[src/rtl/pfr_pkg.sv]
package pfr_pkg;

   localparam int OPC_W = 8;
   localparam logic [OPC_W-1:0] OPC_PAGE_RD = 8'h52;
   localparam logic [OPC_W-1:0] OPC_BUF_RD  = 8'h54;
   localparam logic [OPC_W-1:0] OPC_COPY    = 8'h53;

   localparam logic [1:0] CMD_PAGE_RD = 2'd0;
   localparam logic [1:0] CMD_BUF_RD  = 2'd1;
   localparam logic [1:0] CMD_COPY    = 2'd2;
   localparam logic [1:0] CMD_NONE    = 2'd3;

   typedef enum logic [1:0] {
      ST_IDLE = 2'd0,
      ST_HDR  = 2'd1,
      ST_DATA = 2'd2,
      ST_GAP  = 2'd3
   } pfr_state_e;

endpackage

[src/rtl/pfr_clkdiv.sv]
module pfr_clkdiv #(
   parameter int DIV = 2
) (
   input  logic clk,
   input  logic rst_n,
   input  logic run,
   output logic tick
);

   if (DIV < 1) begin : g_bad_div
      $error("pfr_clkdiv: DIV must be at least 1");
   end

   if (DIV == 1) begin : g_every
      assign tick = run;
   end else begin : g_count
      localparam int CW = $clog2(DIV);
      logic [CW-1:0] cnt;

      always_ff @(posedge clk or negedge rst_n) begin
         if (!rst_n) begin
            cnt <= '0;
         end else if (!run || cnt == CW'(DIV - 1)) begin
            cnt <= '0;
         end else begin
            cnt <= cnt + CW'(1);
         end
      end

      assign tick = run && (cnt == CW'(DIV - 1));
   end

endmodule

[src/rtl/pfr_frame.sv]
module pfr_frame
   import pfr_pkg::*;
#(
   parameter int PAGE_W   = 9,
   parameter int OFFS_W   = 9,
   parameter int RSV_W    = 6,
   parameter int PR_DUMMY = 32,
   parameter int BR_PRE   = 15,
   parameter int BR_POST  = 8,
   localparam int HDR_W   = OPC_W + RSV_W + PAGE_W + OFFS_W + PR_DUMMY,
   localparam int LEN_W   = $clog2(HDR_W + 1)
) (
   input  logic [1:0]        cmd,
   input  logic [PAGE_W-1:0] page,
   input  logic [OFFS_W-1:0] offs,
   output logic [HDR_W-1:0]  hdr,
   output logic [LEN_W-1:0]  hdr_len,
   output logic              has_data
);

   localparam int BR_LEN = OPC_W + BR_PRE + OFFS_W + BR_POST;
   localparam int CP_LEN = OPC_W + RSV_W + PAGE_W + OFFS_W;

   if (BR_LEN > HDR_W) begin : g_bad_len
      $error("pfr_frame: buffer read frame longer than page read frame");
   end

   always_comb begin
      unique case (cmd)
         CMD_PAGE_RD: begin
            hdr      = {OPC_PAGE_RD, {RSV_W{1'b0}}, page, offs, {PR_DUMMY{1'b0}}};
            hdr_len  = LEN_W'(HDR_W);
            has_data = 1'b1;
         end
         CMD_BUF_RD: begin
            hdr      = {OPC_BUF_RD, {BR_PRE{1'b0}}, offs,
                        {(BR_POST + HDR_W - BR_LEN){1'b0}}};
            hdr_len  = LEN_W'(BR_LEN);
            has_data = 1'b1;
         end
         default: begin
            hdr      = {OPC_COPY, {RSV_W{1'b0}}, page, {(OFFS_W + PR_DUMMY){1'b0}}};
            hdr_len  = LEN_W'(CP_LEN);
            has_data = 1'b0;
         end
      endcase
   end

endmodule

[src/rtl/pfr_rx.sv]
module pfr_rx #(
   parameter int OFFS_W     = 9,
   parameter int PAGE_BYTES = 264
) (
   input  logic              clk,
   input  logic              rst_n,
   input  logic              load,
   input  logic [OFFS_W-1:0] start_offs,
   input  logic              sample,
   input  logic              miso,
   output logic              byte_end,
   output logic [7:0]        byte_o,
   output logic              valid_o,
   output logic [OFFS_W-1:0] offs_o
);

   localparam logic [OFFS_W-1:0] LAST = OFFS_W'(PAGE_BYTES - 1);

   logic [6:0]        sr;
   logic [2:0]        bcnt;
   logic [OFFS_W-1:0] cur;

   assign byte_end = sample && (bcnt == 3'd7);

   always_ff @(posedge clk or negedge rst_n) begin
      if (!rst_n) begin
         sr      <= '0;
         bcnt    <= '0;
         cur     <= '0;
         byte_o  <= '0;
         valid_o <= 1'b0;
         offs_o  <= '0;
      end else begin
         valid_o <= 1'b0;
         if (load) begin
            bcnt <= '0;
            cur  <= start_offs;
         end else if (sample) begin
            sr   <= {sr[5:0], miso};
            bcnt <= bcnt + 3'd1;
            if (bcnt == 3'd7) begin
               byte_o  <= {sr, miso};
               valid_o <= 1'b1;
               offs_o  <= cur;
               cur     <= (cur >= LAST) ? '0 : cur + OFFS_W'(1);
            end
         end
      end
   end

endmodule

[src/rtl/paged_flash_reader.sv]
module paged_flash_reader
   import pfr_pkg::*;
#(
   parameter int CLK_DIV    = 2,
   parameter int PAGE_W     = 9,
   parameter int OFFS_W     = 9,
   parameter int RSV_W      = 6,
   parameter int PR_DUMMY   = 32,
   parameter int BR_PRE     = 15,
   parameter int BR_POST    = 8,
   parameter int PAGE_BYTES = 264,
   parameter int CNT_W      = 16,
   parameter int GAP_HALVES = 4
) (
   input  logic              clk,
   input  logic              rst_n,
   input  logic              start_i,
   input  logic [1:0]        cmd_i,
   input  logic [PAGE_W-1:0] page_i,
   input  logic [OFFS_W-1:0] offs_i,
   input  logic [CNT_W-1:0]  count_i,
   output logic              busy_o,
   output logic              done_o,
   output logic [7:0]        byte_o,
   output logic              byte_valid_o,
   output logic [OFFS_W-1:0] byte_offs_o,
   output logic              cs_n_o,
   output logic              sclk_o,
   output logic              mosi_o,
   input  logic              miso_i
);

   localparam int HDR_W = OPC_W + RSV_W + PAGE_W + OFFS_W + PR_DUMMY;
   localparam int LEN_W = $clog2(HDR_W + 1);
   localparam int GC_W  = $clog2(GAP_HALVES);

   if (PAGE_BYTES > (1 << OFFS_W) || PAGE_BYTES < 2) begin : g_bad_page
      $error("paged_flash_reader: PAGE_BYTES does not fit OFFS_W");
   end
   if (GAP_HALVES < 2) begin : g_bad_gap
      $error("paged_flash_reader: GAP_HALVES must be at least 2");
   end

   pfr_state_e        st;
   logic [HDR_W-1:0]  sh;
   logic [LEN_W-1:0]  hdr_left;
   logic [CNT_W-1:0]  bytes_left;
   logic              want_data;
   logic [GC_W-1:0]   gap_cnt;
   logic              cs_n, sclk, done;

   logic [HDR_W-1:0]  f_hdr;
   logic [LEN_W-1:0]  f_len;
   logic              f_data;
   logic              tick, accept, sample, byte_end;

   assign accept = (st == ST_IDLE) && start_i && (cmd_i != CMD_NONE);
   assign sample = (st == ST_DATA) && tick && !sclk;

   pfr_clkdiv #(.DIV(CLK_DIV)) u_div (
      .clk  (clk),
      .rst_n(rst_n),
      .run  (st != ST_IDLE),
      .tick (tick)
   );

   pfr_frame #(
      .PAGE_W  (PAGE_W),
      .OFFS_W  (OFFS_W),
      .RSV_W   (RSV_W),
      .PR_DUMMY(PR_DUMMY),
      .BR_PRE  (BR_PRE),
      .BR_POST (BR_POST)
   ) u_frame (
      .cmd     (cmd_i),
      .page    (page_i),
      .offs    (offs_i),
      .hdr     (f_hdr),
      .hdr_len (f_len),
      .has_data(f_data)
   );

   pfr_rx #(.OFFS_W(OFFS_W), .PAGE_BYTES(PAGE_BYTES)) u_rx (
      .clk       (clk),
      .rst_n     (rst_n),
      .load      (accept),
      .start_offs(offs_i),
      .sample    (sample),
      .miso      (miso_i),
      .byte_end  (byte_end),
      .byte_o    (byte_o),
      .valid_o   (byte_valid_o),
      .offs_o    (byte_offs_o)
   );

   always_ff @(posedge clk or negedge rst_n) begin
      if (!rst_n) begin
         st         <= ST_IDLE;
         sh         <= '0;
         hdr_left   <= '0;
         bytes_left <= '0;
         want_data  <= 1'b0;
         gap_cnt    <= '0;
         cs_n       <= 1'b1;
         sclk       <= 1'b0;
         done       <= 1'b0;
      end else begin
         done <= 1'b0;
         unique case (st)
            ST_IDLE: begin
               if (accept) begin
                  sh         <= f_hdr;
                  hdr_left   <= f_len;
                  bytes_left <= count_i;
                  want_data  <= f_data && (count_i != '0);
                  cs_n       <= 1'b0;
                  st         <= ST_HDR;
               end
            end
            ST_HDR: begin
               if (tick) begin
                  if (!sclk) begin
                     sclk <= 1'b1;
                  end else begin
                     sclk     <= 1'b0;
                     sh       <= {sh[HDR_W-2:0], 1'b0};
                     hdr_left <= hdr_left - LEN_W'(1);
                     if (hdr_left == LEN_W'(1)) begin
                        if (want_data) begin
                           st <= ST_DATA;
                        end else begin
                           cs_n    <= 1'b1;
                           done    <= 1'b1;
                           gap_cnt <= '0;
                           st      <= ST_GAP;
                        end
                     end
                  end
               end
            end
            ST_DATA: begin
               if (tick) begin
                  if (!sclk) begin
                     sclk <= 1'b1;
                     if (byte_end) bytes_left <= bytes_left - CNT_W'(1);
                  end else begin
                     sclk <= 1'b0;
                     if (bytes_left == '0) begin
                        cs_n    <= 1'b1;
                        done    <= 1'b1;
                        gap_cnt <= '0;
                        st      <= ST_GAP;
                     end
                  end
               end
            end
            ST_GAP: begin
               if (tick) begin
                  if (gap_cnt == GC_W'(GAP_HALVES - 1)) st <= ST_IDLE;
                  else gap_cnt <= gap_cnt + GC_W'(1);
               end
            end
            default: st <= ST_IDLE;
         endcase
      end
   end

   assign busy_o = (st != ST_IDLE);
   assign done_o = done;
   assign cs_n_o = cs_n;
   assign sclk_o = sclk;
   assign mosi_o = (st == ST_HDR) && sh[HDR_W-1];

endmodule

[config.mk]
export PLATFORM = sky130hd
export DESIGN_NAME = paged_flash_reader
export DESIGN_NICKNAME = d
export VERILOG_FILES = /design/src/rtl/pfr_pkg.sv /design/src/rtl/pfr_clkdiv.sv /design/src/rtl/pfr_frame.sv /design/src/rtl/pfr_rx.sv /design/src/rtl/paged_flash_reader.sv
export SDC_FILE = /design/constraint.sdc
export NUM_CORES = 1
export LEC_CHECK = 0
export ABC_CLOCK_PERIOD_IN_PS = 9650
export BUFFER_PORTS_ARGS = -buffer_cell sky130_fd_sc_hd__buf_2
export CORE_UTILIZATION = 49
export CTS_CLUSTER_SIZE = 8
export DETAILED_ROUTE_END_ITERATION = 10
export GPL_TIMING_DRIVEN = 0
export PLACE_DENSITY = 0.78
export SYNTH_ARGS = -nofsm -noshare
export SYNTH_HDL_FRONTEND = slang
export SYNTH_HIERARCHICAL = 1
export SYNTH_SLANG_ARGS = --single-unit
[constraint.sdc]
create_clock -name clk -period 9.65 [get_ports clk]
set_input_delay 0.4825 -clock clk [delete_from_list [all_inputs] [get_ports clk]]
set_output_delay 0.4825 -clock clk [all_outputs]
set_load 0.02 [all_outputs]
==> results of run 1 <==
## synth_stat cells (2+ instances only)
cell         n  share of area
a21oi_1     90          0.062
a22oi_1      3         0.0031
a31oi_1      3         0.0026
and2_1      14          0.012
and2b_1      3         0.0031
and3_1       3         0.0026
buf_1        3         0.0016
buf_2        2         0.0014
buf_4       48          0.050
buf_6        3         0.0047
clkbuf_1    37          0.019
conb_1       2         0.0010
dfrtp_1    132           0.46
ha_1        13          0.022
inv_1       26          0.013
mux2_2       9          0.014
mux2i_1     69          0.096
nand2_1     73          0.038
nand2b_1     6         0.0052
nand3_1     16          0.011
nand3b_1     3         0.0031
nand4_1      7         0.0061
nand4b_1     4         0.0048
nor2_1      86          0.045
nor2b_1      8         0.0069
nor3_1       7         0.0048
nor3b_1      6         0.0062
nor4_1       9         0.0078
o2111ai_1    2         0.0024
o211ai_1     3         0.0031
o21ai_0     29          0.020
o22ai_1     16          0.014
o31a_1       2         0.0024
or2_2        2         0.0017
or3_1        2         0.0017
or4_4        2         0.0031
or4b_1       2         0.0028
xnor2_1      2         0.0024
## cell type report
class                   instances  area [um2]  share of cell area
plain buffers                  94         562              0.0656
clock buffers                  17         425              0.0496
clock inverters                15         159              0.0185
inverters                      26        97.6              0.0114
multi-input cells             565        3410               0.398
flip-flops and latches        133        3330               0.389
well taps                     184         230              0.0269
repair buffers                 64         354              0.0413
## routing by layer
layer | vias to the layer above | global-route usage
met3 | 17 | 0.0503
met4 | 0 | 0.0648
li1 | 2847 | -
met1 | 2765 | 0.279
met5 | - | 0
met2 | 130 | 0.337
## through the flow
step | hold slack [ns] | util
2_1_floorplan | 0.187 | -
3_5_place_dp | 0.429 | 0.551
4_1_cts | 0.241 | 0.592
3_3_place_gp | 0.452 | 0.548
6_report | 0.259 | 0.592
5_1_grt | 0.264 | 0.592
## registers in the layout (all words and copies together), names as in the netlist, 2 cells and up
| signal | count |
|---|---|
| u_rx/byte_o | 8 |
| bytes_left | 16 |
| sh | 64 |
| u_rx/offs_o | 9 |
| gap_cnt | 2 |
| u_rx/bcnt | 3 |
| hdr_left | 7 |
| u_rx/cur | 9 |
| u_rx/sr | 7 |
| st | 2 |
## cells by family after synthesis
group / synth area share
flip-flops: 0.460
AO/OA/AOI/OAI: 0.131
AND/OR/NAND/NOR: 0.180
multiplexers: 0.112
other: 0.00104
buffers and inverters: 0.0912
adder cells (fa/ha/maj): 0.0225
XOR/XNOR: 0.00242
## critical path, stage by stage, from the launching register on
cell and delay [ns]:
dfrtp_1 0.42, inv_1 0.12, ha_1 0.28, inv_1 0.15, and2_2 0.16, clkbuf_4 0.18
nor3b_1 0.32, clkbuf_1 0.29, nand2_1 0.23, inv_1 0.28, nand4b_1 0.13, a22oi_1 0.42
clkbuf_1 0.42, buf_1 0.44, o22ai_1 0.14, a21oi_1 0.14
## repair_timing
item                                    4_1_cts  5_1_grt
endpoints found under the setup margin        0        0
buffers inserted                              0        0
resized for setup                             0        0
hold buffers                                  1        0
hold endpoints to repair                     43        0
## final timing paths
check / start / to / slack (ns) / cells past startpoint
worst max-delay path: st[0] / bytes_left[10] / 5.44 / 15
worst min-delay path: miso_i / u_rx/byte_o[0] / 0.26 / 3
worst max register to register: st[0] / bytes_left[10] / 5.44 / 15
worst min register to register: u_rx/offs_o[3] / u_rx/offs_o[3] / 0.48 / 2
max in group asynchronous: rst_n / sh[19] / 8.33 / 3
min in group asynchronous: rst_n / bytes_left[8] / 0.55 / 2
## where the power goes
part / switching, uW / total (uW) / internal, uW
Sequential: 175 / 972 / 797
Combinational: 657 / 1140 / 486
Clock: 276 / 642 / 366
==> results.json, run 1 <==
{
  "yosysUniqueCellTypes": 64,
  "powerDensity_nw_per_um2": 322,
  "fin_skew_ns": 0.00969,
  "ys_seq_area_frac": 0.460,
  "wl_met3_um": 701,
  "yosys_warnings": 6,
  "die-area_um2": 15200,
  "pre_cts_slack_ns": 5.52,
  "cts_made_buffers": 17,
  "routed.top_layer": "met4",
  "die_height_um": 123,
  "stdcell_area_um2": 8570,
  "crit_type": "register to register",
  "cts.clk_slew.worst_paths_ns": 0.07,
  "port_buffers": 62,
  "synth_edf_count": 0,
  "track_usage": 0.210,
  "timing.fmax_ghz": 0.237,
  "power.leakage_uw": 0.00401,
  "slew_violations": 0,
  "drt_iter0_markers": 424,
  "critPathLaunchType": "register",
  "drive_above_1_share": 0.194,
  "wl_met2_mm": 7.09,
  "cp.arrival_ns": 4.56,
  "m1WireLength_mm": 7.22,
  "tritoncts": "built",
  "worst_pin_slew_ns": 0.768,
  "cp_data_required_time_ns": 10.00,
  "hold_viol_final": 0,
  "final_cell_mix": "dfrtp_1 (132), a21oi_1 (90), nor2_1 (86), nand2_1 (73), mux2i_1 (69)",
  "clk_path_buf_depth": 2,
  "grt-ovfl-total": 0,
  "synthArstFlopShare": 1.00,
  "status": "completed",
  "grt_pass1_wl_mm": 24.9,
  "core_um2": 14500,
  "netlist_instances": 773,
  "cap_violations": 0,
  "rsz0062_at_grt": "no",
  "total_power_uw": 2760,
  "layout_commonest_cell": "dfrtp_1",
  "place.gp.congestion": 0.865,
  "place_inst": 1065,
  "cts_sinks": 133,
  "wl_per_cell_um": 13.8,
  "finalCritPeriodShare": 0.436,
  "drt_wl_total_mm": 15.2,
  "hp-class": "input pin to register",
  "finalNetCount": 954,
  "antenna_found_initial": 0,
  "ant_nets": 0,
  "dpl_cell_area_um2": 7970,
  "grt_pass1_vias": 5340,
  "fill_cells": 1204,
  "htreeDepth": 4,
  "grt_max_degree": 91,
  "setup-tns-final_ns": 0,
  "dp_hpwl_mm": 10.3,
  "area_delta_synth_final_pct": 18.5,
  "fin_cells": 1098,
  "clk_latency_ns": 0.43,
  "ir_drop_uv": 185,
  "layout_setup_ws_ns": 5.44,
  "syn_area_um2": 7230,
  "synth_flop_cell": "dfrtp_1",
  "firstDrtPassIters": 5,
  "die_width_um": 123,
  "relSlewSlack": 0.488,
  "root_buffer": "clkbuf_16",
  "avgSynthCellArea_um2": 9.35,
  "start_util": 0.499,
  "endpoint_kind": "register",
  "rows": 44,
  "via_per_inst": 5.24,
  "yosys_register_bits": 133,
  "drcViolationCount": 0,
  "n_antenna_cell": 0,
  "num_io_pins": 63,
  "layout_min_cycle_time_ns": 4.21,
  "setup_violations": 0,
  "path_max_fanout": 10,
  "vias": 5759
}
(Power assumes the default switching activity.)
==> run 2, diff against run 1 <==
ABC_CLOCK_PERIOD_IN_PS = 3700   (was 9650)
PLACE_DENSITY = 0.8   (was 0.78)
clock period = 3.7 ns   (was 9.65 ns; I/O delays follow)
==> run 2 against run 1 <==
  * Power increased to 2.6 times the previous value
  * Cell area is 0.77% higher
  * Critical path type unchanged
  * Largest power group unchanged
  * Wire length is 1.5% higher
  * Sequential power rose to 2.6 times the previous value
  * Via count is 0.80% higher
  * Maximum frequency is 22% higher
  * Clock-buffer cell count did not move
  * Die area is the same
==> results.json, run 2 (same netlist as run 1, synthesis figures left out) <==
{
  "status": "completed",
  "die-area_um2": 15200,
  "worst_pin_slew_ns": 0.758,
  "hp-class": "input pin to register",
  "grt_pass1_wl_mm": 26.0,
  "layout_setup_ws_ns": 0.242,
  "powerDensity_nw_per_um2": 833,
  "largest_reg_flops": 64,
  "fin_skew_ns": 0.00975,
  "place.gp.congestion": 0.860,
  "holdPathStages": 3,
  "power.leakage_uw": 0.00406,
  "path_max_fanout": 8,
  "register_area_um2": 3330,
  "final_cell_mix": "dfrtp_1 (132), a21oi_1 (90), nor2_1 (86), nand2_1 (73), mux2i_1 (69)",
  "rr_startpoint": "st[1]",
  "setup_violations": 0,
  "layout_min_cycle_time_ns": 3.46,
  "die_height_um": 123,
  "cap_violations": 0,
  "clk_latency_ns": 0.43,
  "htreeDepth": 4,
  "port_buffers": 62,
  "tritoncts": "built",
  "clk_path_buf_depth": 2,
  "vias": 5805,
  "timing.fmax_ghz": 0.289,
  "via_per_inst": 5.25,
  "wl_per_cell_um": 13.9,
  "fill_cells": 1247,
  "area_delta_synth_final_pct": 19.4,
  "dpl_cell_area_um2": 7970,
  "dp_hpwl_mm": 10.6,
  "finalNetCount": 960,
  "rsz0062_at_grt": "no",
  "stdcell_area_um2": 8630,
  "antenna_found_initial": 0,
  "ir_drop_uv": 430,
  "firstDrtPassIters": 5,
  "drcViolationCount": 0,
  "cts_sinks": 133,
  "cts.clk_slew.worst_paths_ns": 0.07,
  "cp_data_required_time_ns": 4.01,
  "drive_above_1_share": 0.205,
  "num_io_pins": 63,
  "top_regs": "sh x64, bytes_left x16",
  "root_buffer": "clkbuf_16",
  "core_um2": 14500,
  "relSlewSlack": 0.494,
  "track_usage": 0.219,
  "worstHoldEndpoint": "u_rx/cur[7]",
  "setup-tns-final_ns": 0,
  "ant_nets": 0,
  "critPathLaunchType": "register",
  "grt-ovfl-total": 0,
  "top_register": "sh",
  "grt_pass1_vias": 5595,
  "drt_iter0_markers": 385,
  "rows": 44,
  "crit_type": "register to register",
  "cp.arrival_ns": 3.77,
  "hold_viol_final": 0,
  "pre_cts_slack_ns": -0.474,
  "die_width_um": 123,
  "multi_input_area_um2": 3420,
  "layout_commonest_cell": "dfrtp_1",
  "regToRegSetupSlack_ns": 0.24,
  "reg2reg_depth": 14,
  "cts_made_buffers": 17,
  "hold_start": "offs_i[7]",
  "postLayoutCoreUtil": 0.596,
  "drt_wl_total_mm": 15.4,
  "start_util": 0.499,
  "finalCritPeriodShare": 0.935,
  "timing.rr.end": "bytes_left[14]",
  "endpoint_kind": "register",
  "grt_max_degree": 69,
  "crit_start": "st[1]",
  "slew_violations": 0
}
[run 2: cell type report]
class	count	share of cell area
Clock inverter	15	0.0174
Antenna cell	1	0.000290
Inverter	26	0.0113
Sequential cell	133	0.386
Tap cell	184	0.0267
Multi-Input combinational cell	565	0.396
Timing Repair Buffer	70	0.0471
Clock buffer	17	0.0493
Buffer	94	0.0662
[run 2: metrics by stage]
| step | hold slack [ns] | power [uW] | cells |
|---|---|---|---|
| after detailed placement | 0.232 | 5500 | 1065 |
| after global placement | 0.397 | 5380 | 1064 |
| after CTS | 0.00781 | 7210 | 1101 |
| final | 0.0249 | 7190 | 1105 |
| after global routing | 0.0300 | 7760 | 1104 |
| after floorplan | -0.111 | 4780 | 818 |
[run 2: how the worst max path moves through the flow]
stage,to,slack [ns],depth (start not counted)
finish,bytes_left[14],0.24,14
global route,bytes_left[12],0.01,15
CTS,bytes_left[12],0.06,15
detailed placement,bytes_left[1],-0.47,15
global placement,bytes_left[13],-0.36,15
floorplan,bytes_left[10],0.48,15
[run 2: what timing repair did]
action | CTS | global route
pin swaps | 0 | 1
setup endpoints to repair | 16 | 26
hold buffers | 4 | 0
endpoints found under the hold margin | 70 | 0
resized for setup | 4 | 12
buffers inserted | 0 | 3
[run 2: critical path, stage by stage (launching register included)]
cell      delay [ns]
dfrtp_1         0.45
inv_1           0.11
ha_1            0.27
inv_1           0.13
and2_2          0.15
clkbuf_4        0.17
nor3b_2         0.28
clkbuf_2        0.24
nand2_1         0.19
inv_2           0.19
nand4b_1        0.13
a22oi_2         0.30
or4b_1          0.46
a21oi_1         0.18
nor2_1          0.07
[run 2: layer usage]
metal,track usage,wire length (um),vias up
met5,0,0,-
met4,0.0776,216,0
met3,0.0544,623,22
met2,0.351,7320,125
met1,0.288,7250,2799
li1,-,-,2859
[run 2: power breakdown]
group	switching (uW)	internal (uW)
logic	1710	1300
clock network	740	900
registers	460	2080
total	2910	4280
==> run 3, diff against run 2 <==
PLACE_DENSITY = 0.71   (was 0.8)
==> run 3 against run 2 <==
  * Sequential cell count stayed put
  * Wire length is 2.0% lower
  * Die area stayed put
  * Setup slack better by 0.061 ns
  * Largest cell class unchanged
  * Largest power group unchanged
==> results.json, run 3 (same netlist as run 1, synthesis figures left out) <==
{
  "clk_latency_ns": 0.42,
  "intPower_uw": 4310,
  "path_delay_family": "buffers and inverters",
  "relSlewSlack": 0.444,
  "layout_setup_ws_ns": 0.303,
  "track_usage": 0.216,
  "powerDensity_nw_per_um2": 836,
  "reg2reg_depth": 15,
  "grt_pass1_vias": 5488,
  "endpoint_kind": "register",
  "pwr-share-clk": 0.234,
  "cts_made_buffers": 17,
  "finalCritPeriodShare": 0.918,
  "cts.clk_slew.worst_paths_ns": 0.06,
  "start_util": 0.499,
  "port_buffers": 62,
  "holdPathStages": 2,
  "power.leakage_uw": 0.00404,
  "comb_power_share": 0.414,
  "largest_reg_flops": 64,
  "seqPwrFrac": 0.352,
  "antenna_found_initial": 0,
  "final_cell_mix": "dfrtp_1 (132), a21oi_1 (90), nor2_1 (86), nand2_1 (73), mux2i_1 (69)",
  "die-area_um2": 15200,
  "htreeDepth": 4,
  "drive_above_1_share": 0.202,
  "area_delta_synth_final_pct": 19.1,
  "grt-ovfl-total": 0,
  "setup_violations": 0,
  "fin_skew_ns": 0.00977,
  "timing.rr.end": "bytes_left[11]",
  "crit_type": "register to register",
  "die_height_um": 123,
  "vias": 5667,
  "num_io_pins": 63,
  "die_width_um": 123,
  "regToRegSetupSlack_ns": 0.30,
  "clk_path_buf_depth": 2,
  "layout_commonest_cell": "dfrtp_1",
  "total_power_uw": 7200,
  "hp-class": "input pin to register",
  "cts_setup_buffers": 0,
  "status": "completed",
  "worstPathCellList": "inv_1 > ha_1 > inv_1 > and2_2 > clkbuf_4 > nor3b_2 > clkbuf_2 > nand2_1 > inv_2 > nand4b_1 > a22oi_2 > clkbuf_4 > buf_2 > o22ai_1 > a21oi_1",
  "timing.fmax_ghz": 0.294,
  "ir_drop_uv": 434,
  "grt_max_degree": 89,
  "tritoncts": "built",
  "switching_share": 0.401,
  "rsz0062_at_grt": "yes",
  "dp_hpwl_mm": 10.1,
  "fill_cells": 1271,
  "rr_startpoint": "st[0]",
  "ant_nets": 0,
  "grt_pass1_wl_mm": 25.8,
  "via_per_inst": 5.15,
  "place.gp.congestion": 0.837,
  "slowest_stage": "dfrtp_1",
  "cp_data_required_time_ns": 4.04,
  "hold_viol_final": 0,
  "fin_cells": 1100,
  "cpPeakStageDelay_ns": 0.42,
  "wl_per_cell_um": 13.7,
  "worst_pin_slew_ns": 0.834,
  "cp.arrival_ns": 3.74,
  "finalNetCount": 956,
  "firstDrtPassIters": 4,
  "place_inst": 1065,
  "cts_sinks": 133,
  "drcViolationCount": 0,
  "n_antenna_cell": 0,
  "layout_min_cycle_time_ns": 3.40,
  "path_buf_inv": 7,
  "core_um2": 14500,
  "slew_violations": 0,
  "path_max_fanout": 10,
  "rows": 44,
  "worstHoldEndpoint": "u_rx/cur[6]",
  "root_buffer": "clkbuf_16",
  "drt_wl_total_mm": 15.1,
  "top_register": "sh",
  "drt_iter0_markers": 328,
  "critPathLaunchType": "register",
  "pre_cts_slack_ns": -0.405,
  "switching_power_uw": 2890,
  "top_regs": "sh x64, bytes_left x16",
  "hold_start": "offs_i[6]",
  "cap_violations": 0
}
==> run 3: worst reg2reg max path, delay by kind of cell, from the launching register on <==
kind	cells	cell delay, ns
buffers and inverters	7	1.39
and+or+nand+nor	4	0.72
AOI/OAI and AO/OA	3	0.51
DFF	1	0.42
adders and majority gates	1	0.29
==> run 3: how the worst max path moves through the flow <==
stage / from / endpoint / slack, ns / cells past startpoint
after floorplan: st[0] / bytes_left[10] / 0.48 / 15
after global placement: st[1] / bytes_left[1] / -0.43 / 15
after detailed placement: st[0] / bytes_left[12] / -0.40 / 15
after CTS: st[0] / bytes_left[8] / 0.05 / 15
after global routing: st[0] / bytes_left[11] / -0.002 / 15
final: st[0] / bytes_left[11] / 0.30 / 15
==> run 3: layout make-up <==
| type | instances | area (um2) | share of cell area |
|---|---|---|---|
| inverters | 26 | 97.6 | 0.0113 |
| repair buffers | 66 | 374 | 0.0435 |
| clock buffers | 17 | 425 | 0.0494 |
| plain buffers | 94 | 571 | 0.0663 |
| well taps | 184 | 230 | 0.0267 |
| clock inverters | 15 | 161 | 0.0187 |
| flip-flops and latches | 133 | 3330 | 0.387 |
| multi-input cells | 565 | 3420 | 0.397 |
==> run 3: per-layer routing <==
| layer | up-vias | share of wire | GRT usage |
|---|---|---|---|
| li1 | 2847 | - | - |
| met1 | 2707 | 0.49 | 0.296 |
| met2 | 100 | 0.46 | 0.343 |
| met3 | 13 | 0.037 | 0.0420 |
| met4 | 0 | 0.011 | 0.0715 |
| met5 | - | 0 | 0 |
==> run 3: stage by stage <==
step           area (um2)  utilization  hold slack, ns   TNS, ns
2_1_floorplan        7400            -          -0.111         0
3_3_place_gp         7940        0.548           0.398     -4.19
6_report             8610        0.595          0.0337         0
4_1_cts              8600        0.594          0.0207         0
5_1_grt              8610        0.595          0.0339  -0.00167
3_5_place_dp         7970        0.551           0.142     -3.91
==> run 3: power by group through the flow <==
stage               clock network, uW  logic (uW)  registers (uW)
floorplan                           0        2330            2450
detailed placement                  0        2960            2540
finish                           1690        2980            2530
global route                     1780        3360            2620
CTS                              1720        3000            2530
global placement                    0        2890            2530
==> run 3: repair_timing <==
item	in CTS	in global routing
endpoints found under the hold margin	47	0
resized for setup	4	8
hold buffers	3	0
endpoints found under the setup margin	16	26
